$ cat config.mk
export PLATFORM = sky130hd
export DESIGN_NAME = hp_slot_bank
export DESIGN_NICKNAME = d
export VERILOG_FILES = /design/src/rtl/hp_pkg.sv /design/src/rtl/hp_lowbit.sv /design/src/rtl/hp_bus_state.sv /design/src/rtl/hp_drain_seq.sv /design/src/rtl/hp_slot_bank.sv
export SDC_FILE = /design/constraint.sdc
export NUM_CORES = 1
export LEC_CHECK = 0
export ABC_CLOCK_PERIOD_IN_PS = 8400
export CAP_MARGIN = 20
export CORE_MARGIN = 3
export CORE_UTILIZATION = 65
export DETAILED_ROUTE_END_ITERATION = 6
export DONT_BUFFER_PORTS = 1
export PLACE_DENSITY = 0.82
export SLEW_MARGIN = 20
export SYNTH_ARGS = -nofsm -noshare
export SYNTH_HDL_FRONTEND = slang
export SYNTH_SLANG_ARGS = --single-unit
$ cat constraint.sdc
create_clock -name clk -period 8.4 [get_ports clk]
set_input_delay 0.84 -clock clk [delete_from_list [all_inputs] [get_ports clk]]
set_output_delay 0.84 -clock clk [all_outputs]
set_load 0.05 [all_outputs]
$ cat src/rtl/hp_pkg.sv
package hp_pkg;
  localparam int REG_W = 32;
  // word index within the window (byte offset >> 2)
  localparam logic [2:0] W_UP  = 3'd0;
  localparam logic [2:0] W_DN  = 3'd1;
  localparam logic [2:0] W_EJ  = 3'd2;
  localparam logic [2:0] W_RMV = 3'd3;
  localparam logic [2:0] W_SEL = 3'd4;
endpackage

$ cat src/rtl/hp_lowbit.sv
module hp_lowbit #(
  parameter int W = 32,
  localparam int IW = $clog2(W)
) (
  input  logic [W-1:0]  vec,
  output logic [IW-1:0] idx,
  output logic          any
);
  always_comb begin
    idx = '0;
    for (int i = W - 1; i >= 0; i--) begin
      if (vec[i]) idx = IW'(i);
    end
    any = |vec;
  end
endmodule

$ cat src/rtl/hp_bus_state.sv
module hp_bus_state #(
  parameter int SLOTS = 32
) (
  input  logic             clk,
  input  logic             rst,
  input  logic [SLOTS-1:0] set_up,
  input  logic [SLOTS-1:0] set_dn,
  input  logic             clr_up_all,
  input  logic [SLOTS-1:0] clr_bits,
  input  logic             load_mask,
  input  logic [SLOTS-1:0] fixed,
  output logic [SLOTS-1:0] up,
  output logic [SLOTS-1:0] dn,
  output logic [SLOTS-1:0] rmv
);
  always_ff @(posedge clk) begin
    if (rst) begin
      up  <= '0;
      dn  <= '0;
      rmv <= ~fixed;
    end else begin
      up <= ((clr_up_all ? '0 : up) & ~clr_bits) | set_up;
      dn <= (dn & ~clr_bits) | set_dn;
      if (load_mask) rmv <= ~fixed;
    end
  end

  // a removal-request bit only appears when an unplug strobe named it
  p_dn_source_r7: assert property (@(posedge clk) disable iff (rst)
    ((dn & ~$past(dn)) != '0) |-> (((dn & ~$past(dn)) & ~$past(set_dn)) == '0));

  // after a clearing read, only freshly set bits may remain
  p_up_consumed_r3: assert property (@(posedge clk) disable iff (rst)
    $past(clr_up_all) |-> ((up & ~$past(set_up)) == '0));
endmodule

$ cat src/rtl/hp_drain_seq.sv
module hp_drain_seq #(
  parameter int NUM_BUS = 4,
  parameter int SLOTS   = 32,
  localparam int BUS_W  = (NUM_BUS > 1) ? $clog2(NUM_BUS) : 1,
  localparam int SLOT_W = $clog2(SLOTS)
) (
  input  logic                     clk,
  input  logic                     rst,
  input  logic                     start,
  input  logic [NUM_BUS*SLOTS-1:0] dn_flat,
  output logic                     busy,
  output logic [BUS_W-1:0]         cur_bus,
  output logic                     go,
  output logic [SLOT_W-1:0]        slot,
  output logic                     load
);
  logic [SLOTS-1:0] dn_cur;
  logic             pend;

  assign dn_cur = dn_flat[cur_bus * SLOTS +: SLOTS];

  hp_lowbit #(.W(SLOTS)) u_pick (.vec(dn_cur), .idx(slot), .any(pend));

  assign go   = busy && pend;
  assign load = busy && !pend;

  always_ff @(posedge clk) begin
    if (rst) begin
      busy    <= 1'b0;
      cur_bus <= '0;
    end else if (start) begin
      busy    <= 1'b1;
      cur_bus <= '0;
    end else if (load) begin
      if (cur_bus == BUS_W'(NUM_BUS - 1)) busy <= 1'b0;
      else cur_bus <= cur_bus + 1'b1;
    end
  end

  // the drain ends only after the last bus has been emptied
  p_drain_end_r11: assert property (@(posedge clk) disable iff (rst)
    $fell(busy) |-> ($past(cur_bus) == BUS_W'(NUM_BUS - 1)) && !$past(pend));

  // the sequence stays on a bus while it still has pending slots
  p_drain_hold_r11: assert property (@(posedge clk) disable iff (rst)
    ($past(go) && !$past(start)) |-> (busy && cur_bus == $past(cur_bus)));
endmodule

$ cat src/rtl/hp_slot_bank.sv
module hp_slot_bank #(
  parameter int NUM_BUS = 4,
  parameter int SLOTS   = 32,
  parameter int REQ_W   = 8,
  localparam int BUS_W  = (NUM_BUS > 1) ? $clog2(NUM_BUS) : 1,
  localparam int SLOT_W = $clog2(SLOTS)
) (
  input  logic                     clk,
  input  logic                     rst,
  input  logic                     legacy_mode,
  input  logic [NUM_BUS*SLOTS-1:0] fixed_slots,
  input  logic                     hp_reset,
  input  logic                     reg_wr,
  input  logic                     reg_rd,
  input  logic [4:0]               reg_addr,
  input  logic [31:0]              reg_wdata,
  output logic                     reg_rvalid,
  output logic [31:0]              reg_rdata,
  input  logic                     plug_req,
  input  logic                     plug_hot,
  input  logic [REQ_W-1:0]         plug_bus,
  input  logic [SLOT_W-1:0]        plug_slot,
  input  logic                     unplug_req,
  input  logic [REQ_W-1:0]         unplug_bus,
  input  logic [SLOT_W-1:0]        unplug_slot,
  output logic                     evt_pulse,
  output logic                     eject_valid,
  output logic [BUS_W-1:0]         eject_bus,
  output logic [SLOT_W-1:0]        eject_slot,
  output logic                     drain_busy
);
  import hp_pkg::*;

  localparam logic [SLOTS-1:0] ONE = {{(SLOTS-1){1'b0}}, 1'b1};

  logic [31:0]      sel_q;
  logic             sel_ok;
  logic [BUS_W-1:0] sel_idx;
  logic             aligned;
  logic [2:0]       word;

  logic [SLOTS-1:0] up_v  [NUM_BUS];
  logic [SLOTS-1:0] dn_v  [NUM_BUS];
  logic [SLOTS-1:0] rmv_v [NUM_BUS];
  logic [NUM_BUS*SLOTS-1:0] dn_flat;

  logic              plug_ok, unplug_ok;
  logic              rd_clr, wr_ej, wr_sel;
  logic [SLOT_W-1:0] wr_slot;
  logic              wr_any;
  logic              drain_go, drain_load;
  logic [BUS_W-1:0]  drain_bus;
  logic [SLOT_W-1:0] drain_slot;
  logic [31:0]       rd_mux;

  assign sel_ok  = sel_q < 32'(NUM_BUS);
  assign sel_idx = sel_q[BUS_W-1:0];
  assign aligned = reg_addr[1:0] == 2'b00;
  assign word    = reg_addr[4:2];

  assign plug_ok   = plug_req && plug_hot && (plug_bus < REQ_W'(NUM_BUS));
  assign unplug_ok = unplug_req && (unplug_bus < REQ_W'(NUM_BUS));

  hp_lowbit #(.W(SLOTS)) u_wpick (
    .vec(reg_wdata[SLOTS-1:0]), .idx(wr_slot), .any(wr_any));

  assign rd_clr = reg_rd && aligned && word == W_UP && sel_ok && !legacy_mode;
  assign wr_ej  = reg_wr && aligned && word == W_EJ && sel_ok && wr_any && !drain_busy;
  assign wr_sel = reg_wr && aligned && word == W_SEL;

  hp_drain_seq #(.NUM_BUS(NUM_BUS), .SLOTS(SLOTS)) u_drain (
    .clk(clk), .rst(rst), .start(hp_reset), .dn_flat(dn_flat),
    .busy(drain_busy), .cur_bus(drain_bus), .go(drain_go),
    .slot(drain_slot), .load(drain_load));

  for (genvar b = 0; b < NUM_BUS; b++) begin : g_bus
    logic [SLOTS-1:0] set_up, set_dn, clr_bits;
    assign set_up = (plug_ok && plug_bus == REQ_W'(b)) ? (ONE << plug_slot) : '0;
    assign set_dn = (unplug_ok && unplug_bus == REQ_W'(b)) ? (ONE << unplug_slot) : '0;
    assign clr_bits = ((wr_ej && sel_idx == BUS_W'(b)) ? (ONE << wr_slot) : '0)
                    | ((drain_go && drain_bus == BUS_W'(b)) ? (ONE << drain_slot) : '0);

    hp_bus_state #(.SLOTS(SLOTS)) u_state (
      .clk(clk), .rst(rst),
      .set_up(set_up), .set_dn(set_dn),
      .clr_up_all(rd_clr && sel_idx == BUS_W'(b)),
      .clr_bits(clr_bits),
      .load_mask(drain_load && drain_bus == BUS_W'(b)),
      .fixed(fixed_slots[b*SLOTS +: SLOTS]),
      .up(up_v[b]), .dn(dn_v[b]), .rmv(rmv_v[b]));

    assign dn_flat[b*SLOTS +: SLOTS] = dn_v[b];
  end

  always_comb begin
    rd_mux = '0;
    if (sel_ok && aligned) begin
      case (word)
        W_UP:    rd_mux = 32'(up_v[sel_idx]);
        W_DN:    rd_mux = 32'(dn_v[sel_idx]);
        W_RMV:   rd_mux = 32'(rmv_v[sel_idx]);
        W_SEL:   rd_mux = sel_q;
        default: rd_mux = '0;
      endcase
    end
  end

  always_ff @(posedge clk) begin
    if (rst) begin
      sel_q       <= '0;
      reg_rvalid  <= 1'b0;
      reg_rdata   <= '0;
      evt_pulse   <= 1'b0;
      eject_valid <= 1'b0;
      eject_bus   <= '0;
      eject_slot  <= '0;
    end else begin
      if (wr_sel) sel_q <= legacy_mode ? 32'd0 : reg_wdata;
      reg_rvalid  <= reg_rd;
      reg_rdata   <= reg_rd ? rd_mux : '0;
      evt_pulse   <= plug_ok || unplug_ok;
      eject_valid <= drain_go || wr_ej;
      eject_bus   <= drain_go ? drain_bus : sel_idx;
      eject_slot  <= drain_go ? drain_slot : wr_slot;
    end
  end

  // every pulse traces back to a runtime plug or an unplug strobe
  p_evt_cause_r6: assert property (@(posedge clk) disable iff (rst)
    evt_pulse |-> ($past(plug_req && plug_hot) || $past(unplug_req)));

  // no eject command without a drain step or a nonzero eject write
  p_eject_cause_r9: assert property (@(posedge clk) disable iff (rst)
    eject_valid |-> ($past(drain_busy) || ($past(reg_wr) && $past(reg_wdata) != 32'd0)));

  // an out-of-range select never lets data out
  p_oor_zero_r5: assert property (@(posedge clk) disable iff (rst)
    (reg_rvalid && $past(sel_q) >= 32'(NUM_BUS)) |-> reg_rdata == 32'd0);

  // legacy select writes always land on bus 0
  p_legacy_sel_r4: assert property (@(posedge clk) disable iff (rst)
    $past(reg_wr && legacy_mode && aligned && word == W_SEL) |-> sel_q == 32'd0);
endmodule

# Word-level counts from Yosys, hierarchy flattened
# Cells that the tools add are included.
# Widths: inputs -> output; s select.
[totals]
reg_bits = 461
word_cells = 250
output_inout_bits = 43
in_bits = 200
[classes]
add_sub_neg = 1
n_reduce_logical = 63
magnitude_cmp = 4
eq_ne = 16
shift = 5
n_bitwise = 32
muxes = 108
[ops]
columns = ["op", "n"]
rows = [
  ["$mux 32", 35],
  ["$or 32x32->32", 12],
  ["$mux 5", 65],
  ["$and 32x32->32", 8],
  ["$not 32->32", 8],
  ["$bmux 32 s2", 3],
  ["$pmux 32 s4", 1],
  ["$shiftx 128x8->32", 1],
  ["$shl 1x5->32 const A", 4],
  ["$reduce_or 32->1", 2],
  ["$logic_and 1x1->1", 40],
  ["$eq 8x2->1 const B", 4],
  ["$lt 32x3->1 const B", 1],
  ["$eq 8x1->1 const B", 2],
  ["$logic_not 8->1", 2],
  ["$lt 8x3->1 const B", 2],
  ["$reduce_bool 2->1", 6],
  ["$eq 2x2->1 const B", 4],
  ["$eq 3x2->1 const B", 2],
  ["$logic_not 2->1", 3],
  ["$eq 2x1->1 const B", 2],
  ["$reduce_and 2->1", 2],
  ["$eq 3x1->1 const B", 1],
  ["$eq 3x3->1 const B", 1],
  ["other kinds (11)", 18],
]

# Depth between registers and ports, before layout
[logic_depth]
word_depth = 39
depth_mapped = 14
ltp_nobuf = 8

# Hierarchy
# Synthesis repeated with hierarchy kept, for this count alone.
[unflattened]
hier_cells = 2838
area_unflattened_um2 = 24536.0
[modules_own_cells]
columns = ["module", "seq_area_each_um2", "n_inst", "cells_per_inst", "area_each_um2"]
rows = [
  ["hp_bus_state", 2242.2, 4, 331, 3483.3],
  ["hp_slot_bank", 1481.4, 1, 1330, 8868.5],
  ["hp_drain_seq", 60.1, 1, 54, 963.4],
  ["hp_lowbit", 0.0, 2, 65, 385.4],
]

# Least setup slack after synthesis
# OpenSTA, ideal clock, no wires.
[synth_timing]
path_type = "reg-to-reg"
from = "register u_drain.cur_bus[0]"
to = "register g_bus[3].u_state.rmv[0], enable pin"
setup_ns = 0.389
period_less_slack_ns = 3.608
n_path_buf = 3
arrival_ns = 3.219
required_time_ns = 8.011
slack_ns = 4.792
path_stages_with_launch = 11
cell_sequence = "dfxtp_1 -> buf_6 -> buf_8 -> buf_8 -> mux4_2 -> nor4_4 -> nand3_1 -> nor4_1 -> and2_1 -> nand2_1 -> nand2_1"
[synth_between]
elab_chain_len = 6
elab_cells_between_ends = 7
cone_classes = "eq/ne: 1; shift: 1; reduce/logical: 5"
[synth_lines]
columns = ["element", "line_no", "source"]
rows = [
  ["start: declaration", "hp_drain_seq.sv:12", "output logic [BUS_W-1:0] cur_bus,"],
  ["start signal: assignment", "hp_drain_seq.sv:36", "else cur_bus <= cur_bus + 1'b1;"],
  ["$shiftx 128x8->32", "hp_drain_seq.sv:20", "assign dn_cur = dn_flat[cur_bus * SLOTS +: SLOTS];"],
  ["$reduce_or 32->1", "hp_lowbit.sv:14", "any = |vec;"],
  ["$logic_not 1->1", "hp_drain_seq.sv:25", "assign load = busy && !pend;"],
  ["$logic_and 1x1->1", "hp_drain_seq.sv:25", ""],
  ["$logic_and 1x1->1 *", "hp_slot_bank.sv:88", ".load_mask(drain_load && drain_bus == BUS_W'(b)),"],
  ["$reduce_bool 2->1 (no line) *", "--", ""],
  ["end signal: assignment", "hp_bus_state.sv:20", "rmv <= ~fixed;"],
  ["end signal: assignment", "hp_bus_state.sv:24", "if (load_mask) rmv <= ~fixed;"],
  ["end: declaration", "hp_bus_state.sv:14", "output logic [SLOTS-1:0] rmv"],
]
# Every way passes the cells marked *; elsewhere a longest branch is shown, timed or not.
# A chain may end at the register's enable or synchronous reset.

# Final worst setup path
[layout_timing]
from = "register u_drain.cur_bus[0]"
to = "register g_bus[0].u_state.dn[3]"
[layout_between]
elab_chain_len = 39
elab_cells_between_ends = 43
cone_classes = "shift: 2; mux: 33; bitwise: 4; reduce/logical: 4"
[layout_lines]
columns = ["element", "line_no", "source"]
rows = [
  ["$shiftx 128x8->32", "hp_drain_seq.sv:20", ""],
  ["$mux 5 (32 in series)", "hp_lowbit.sv:12", "if (vec[i]) idx = IW'(i);"],
  ["$shl 1x5->32", "hp_slot_bank.sv:81", "| ((drain_go && drain_bus == BUS_W'(b)) ? (ONE << drain_slot) : '0);"],
  ["$mux 32 *", "hp_slot_bank.sv:81", ""],
  ["$or 32x32->32 *", "hp_slot_bank.sv:81", ""],
  ["$not 32->32 *", "hp_bus_state.sv:23", "dn <= (dn & ~clr_bits) | set_dn;"],
  ["$and 32x32->32 *", "hp_bus_state.sv:23", ""],
  ["$or 32x32->32 *", "hp_bus_state.sv:23", ""],
  ["end signal: assignment", "hp_bus_state.sv:23", ""],
  ["end: declaration", "hp_bus_state.sv:13", "output logic [SLOTS-1:0] dn,"],
]
# Marks and branches as above.

==> results.toml <==
[cells_and_area]
syn2layout_area_growth_pct = 8.085
nNetsFinal = 2276
fin_cells = 2551
n_antenna_cell = 0
final_util_pct = 72.24
fillers = 2233
drive_above_1_share_pct = 13.56

[grt]
overflow = 0
grt_pass1_vias = 19470
antenna_found_initial = 1
grt_max_degree = 159
track_usage_pct = 44.46
grt_pass1_wl_mm = 120.0

[run_status]
status = "finished, violations left"
violations = "design-rule violations"

[yosys]
synth_xor_area_share_pct = 0.03977
ys_ff_latch = 461
async_flop_share_pct = 0
syn_inst = 2147
synth_area_per_cell_sq_um = 10.26
synth-edff-count = 128
synthSimpleGateAreaFrac_pct = 12.24
synth_top_family_by_area = "compound AO/OA/AOI/OAI gates"
synth.distinct_cells = 76
synth_flop_cell = "dfxtp_1"
syn-cell-area_sq_um = 22020
synthesis.nets = 2351
synth_compound_area_share_pct = 19.49
muxShareOfSynthArea_pct = 13.19
yosys_warnings = 0
synthAdderAreaFrac_pct = 0.2273
seq_area_frac_synth_pct = 47.73

[power_and_ir_drop]
power_leakage_uw = 0.007639
p_per_area_nw_per_um2 = 197.6
p_total_uw = 4702
switching_share_pct = 22.37
seqPwrFrac_pct = 50.0
p_clk_share_pct = 46.1
power.internal_uw = 3650
combPwrFrac_pct = 3.9
ir_worst_vdd_mv = 0.1570
switching_power_uw = 1052

[timing]
final-max-slew-violation-count = 0
period_share_pct = 58.10
rsz0062_at_grt = "false"
finalClockSkew_ns = 0.02722
hold_viol = 0
period_needed_ns = 4.880
worstMarginPinSlew_ns = 1.215
tns_ns = 0
maxSlewHeadroom_pct = 18.56
fmaxAchievable_ghz = 0.2049
setup_violations = 0

[worst_setup_path]
critPathCaptureType = "register"
timing.rr.start = "u_drain.cur_bus[0]$_SDFFE_PP0P_"
max_stage_delay_ns = 0.78
critical_path_required_ns = 8.82
cpMaxStageDelayCell = "nand3_1"
rrSetupSlack_ns = 3.52
rr_endpoint = "g_bus[0].u_state.dn[3]$_SDFF_PP0_"
worst-path-max-fanout = 22
path_cells = "buf_4, mux4_2, nor4_1, o211ai_1, a41oi_1, or2_0, nand3_1, o22ai_1, o32ai_1"
worstSetupStartpointType = "register"
crit_arrival_ns = 5.30
reg2reg_depth = 9
critPathKind = "reg -> reg"

[clock_tree]
postCtsSetupRepairBufs = 0
clockBufferDepth = 3
cts_num_sinks = 461
cts_tree = "yes"
cts-root-buf = "clkbuf_16"
cts_buffers = 46
clk_latency_ns = 0.61
cts_htree_levels = 2
clk_pin_slew_worst_paths_ns = 0.07
cts_resized = 0
hold_buffers = 0

[routing]
ant_nets = 0
wl_mm = 82.34
avgRoutedWirePerCell_um = 32.28
drt-pass1-iter-count = 7
via_per_inst = 7.811
drtIter0Drc = 3587
num_vias = 19930
drc_errors = 3

[floorplan]
die_h_um = 190.1
initial_core_util_pct = 66.83
dieWidth_um = 190.1
fp-row-count = 66
die_area_sq_um = 36120
io_pins = 243
fp.coreArea_sq_um = 32950

[placement]
dp_cells = 2463
hpwlAfterDp_mm = 52.45
port_buffers = 0
gp_congestion = 1.044

[worst_hold_path]
min_to = "u_drain.cur_bus[0]$_SDFFE_PP0P_"
min_from = "hp_reset"
hold_depth = 1
hold_class = "in -> reg"

[flow_run]
cap_violations = 0
## placed cells by master (no fill, tap or decap), types with 12 or more instances in the layout
| cell type | instances |
|---|---|
| a21oi_1 | 79 |
| a22oi_1 | 64 |
| and2_1 | 13 |
| buf_4 | 21 |
| clkbuf_16 | 47 |
| dfxtp_1 | 330 |
| edfxtp_1 | 128 |
| inv_1 | 245 |
| mux4_2 | 128 |
| nand2_1 | 223 |
| nand3_1 | 34 |
| nand4_1 | 13 |
| nor2_1 | 118 |
| nor2b_1 | 14 |
| nor3_1 | 20 |
| nor3b_1 | 30 |
| nor4_1 | 26 |
| o211ai_1 | 34 |
| o21ai_0 | 12 |
| o21ai_1 | 32 |
| o22ai_1 | 178 |
| o22ai_2 | 20 |
| o32ai_1 | 101 |
## cell usage after synthesis (all sizes together), types with 34 or more instances
| library cell | number | share of area (%) |
|---|---|---|
| edfxtp | 128 | 17 |
| a22oi | 64 | 2.2 |
| o21ai | 45 | 1.0 |
| nor3b | 35 | 1.2 |
| dfxtp | 333 | 30 |
| a21oi | 79 | 1.8 |
| nand2 | 228 | 3.9 |
| mux4 | 128 | 13 |
| nor2 | 121 | 2.1 |
| nand3 | 40 | 1.0 |
| o211ai | 34 | 1.2 |
| o22ai | 198 | 6.2 |
| inv | 246 | 4.2 |
| clkbuf | 116 | 2.0 |
| o32ai | 101 | 4.0 |
## how the worst max path moves through the flow
stage                     cells past startpoint                                  to  slack (ns)                       startpoint
after floorplan                              10   g_bus[3].u_state.rmv[0]$_DFFE_PP_        4.79  u_drain.cur_bus[0]$_SDFFE_PP0P_
after global placement                        8   g_bus[0].u_state.rmv[9]$_DFFE_PP_        3.87  u_drain.cur_bus[0]$_SDFFE_PP0P_
after detailed placement                      9  g_bus[0].u_state.dn[27]$_SDFF_PP0_        3.78  u_drain.cur_bus[0]$_SDFFE_PP0P_
after CTS                                     8  g_bus[1].u_state.rmv[10]$_DFFE_PP_        3.73  u_drain.cur_bus[0]$_SDFFE_PP0P_
after global routing                          9  g_bus[0].u_state.dn[27]$_SDFF_PP0_        3.37  u_drain.cur_bus[0]$_SDFFE_PP0P_
final                                         9   g_bus[0].u_state.dn[3]$_SDFF_PP0_        3.52  u_drain.cur_bus[0]$_SDFFE_PP0P_
## kinds of logic (layout without fill, tap and decap cells)
group	count (synthesis)	after routing
compound gates	595	595
simple gates	562	562
flops	461	461
buf+inv	394	356
mux	130	130
fa+ha+maj	4	4
xor+xnor	1	1
## metal layers
layer / global-route usage (%) / share of wire, %
met1: 54.98 / 32
met2: 64.68 / 42
met3: 15.05 / 16
met4: 33.35 / 9.8
met5: 0 / 0.023
## state kept, by name, indices dropped and copies added, names as in the netlist
signal and count:
eject_bus 2, eject_slot 5, eject_valid 1, evt_pulse 1, g_bus.u_state.dn 128, g_bus.u_state.rmv 128
g_bus.u_state.up 128, reg_rdata 32, reg_rvalid 1, sel_q 32, u_drain.busy 1, u_drain.cur_bus 2
## per-stage QoR
stage / setup slack (ns) / instance area, sq um / hold WS (ns)
6_report: 3.520 / 23800 / 0.3032
5_1_grt: 3.365 / 23800 / 0.3117
4_1_cts: 3.734 / 23740 / 0.3142
3_5_place_dp: 3.778 / 22190 / 0.4423
3_3_place_gp: 3.865 / 22170 / 0.4362
2_1_floorplan: 4.792 / 22020 / 0.4252
## cell type report
class,count,area (sq um),share of cell area [%]
clock buffers,61,1259,5.288
clock inverters,24,289.0,1.214
inverters,246,923.4,3.880
multi-input cells,1292,10020,42.10
flip-flops and latches,461,10520,44.19
well taps,442,553.0,2.323
repair buffers,25,237.7,0.9988
## power by group through the flow
stage / Clock, uW / Sequential (uW) / Combinational (uW)
3_5_place_dp: 0 / 2400 / 168
3_3_place_gp: 0 / 2390 / 164
5_1_grt: 2240 / 2350 / 189
6_report: 2170 / 2350 / 185
2_1_floorplan: 0 / 2390 / 125
4_1_cts: 2140 / 2350 / 171
## critical path, delay by kind of cell, from the launching register on
| family | cells | cell delay (ns) |
|---|---|---|
| compound gates | 4 | 1.08 |
| buf+inv | 1 | 0.57 |
| flops | 1 | 0.73 |
| mux | 1 | 0.64 |
| simple gates | 3 | 1.65 |
Note: power is estimated with default switching activity, not from simulation.
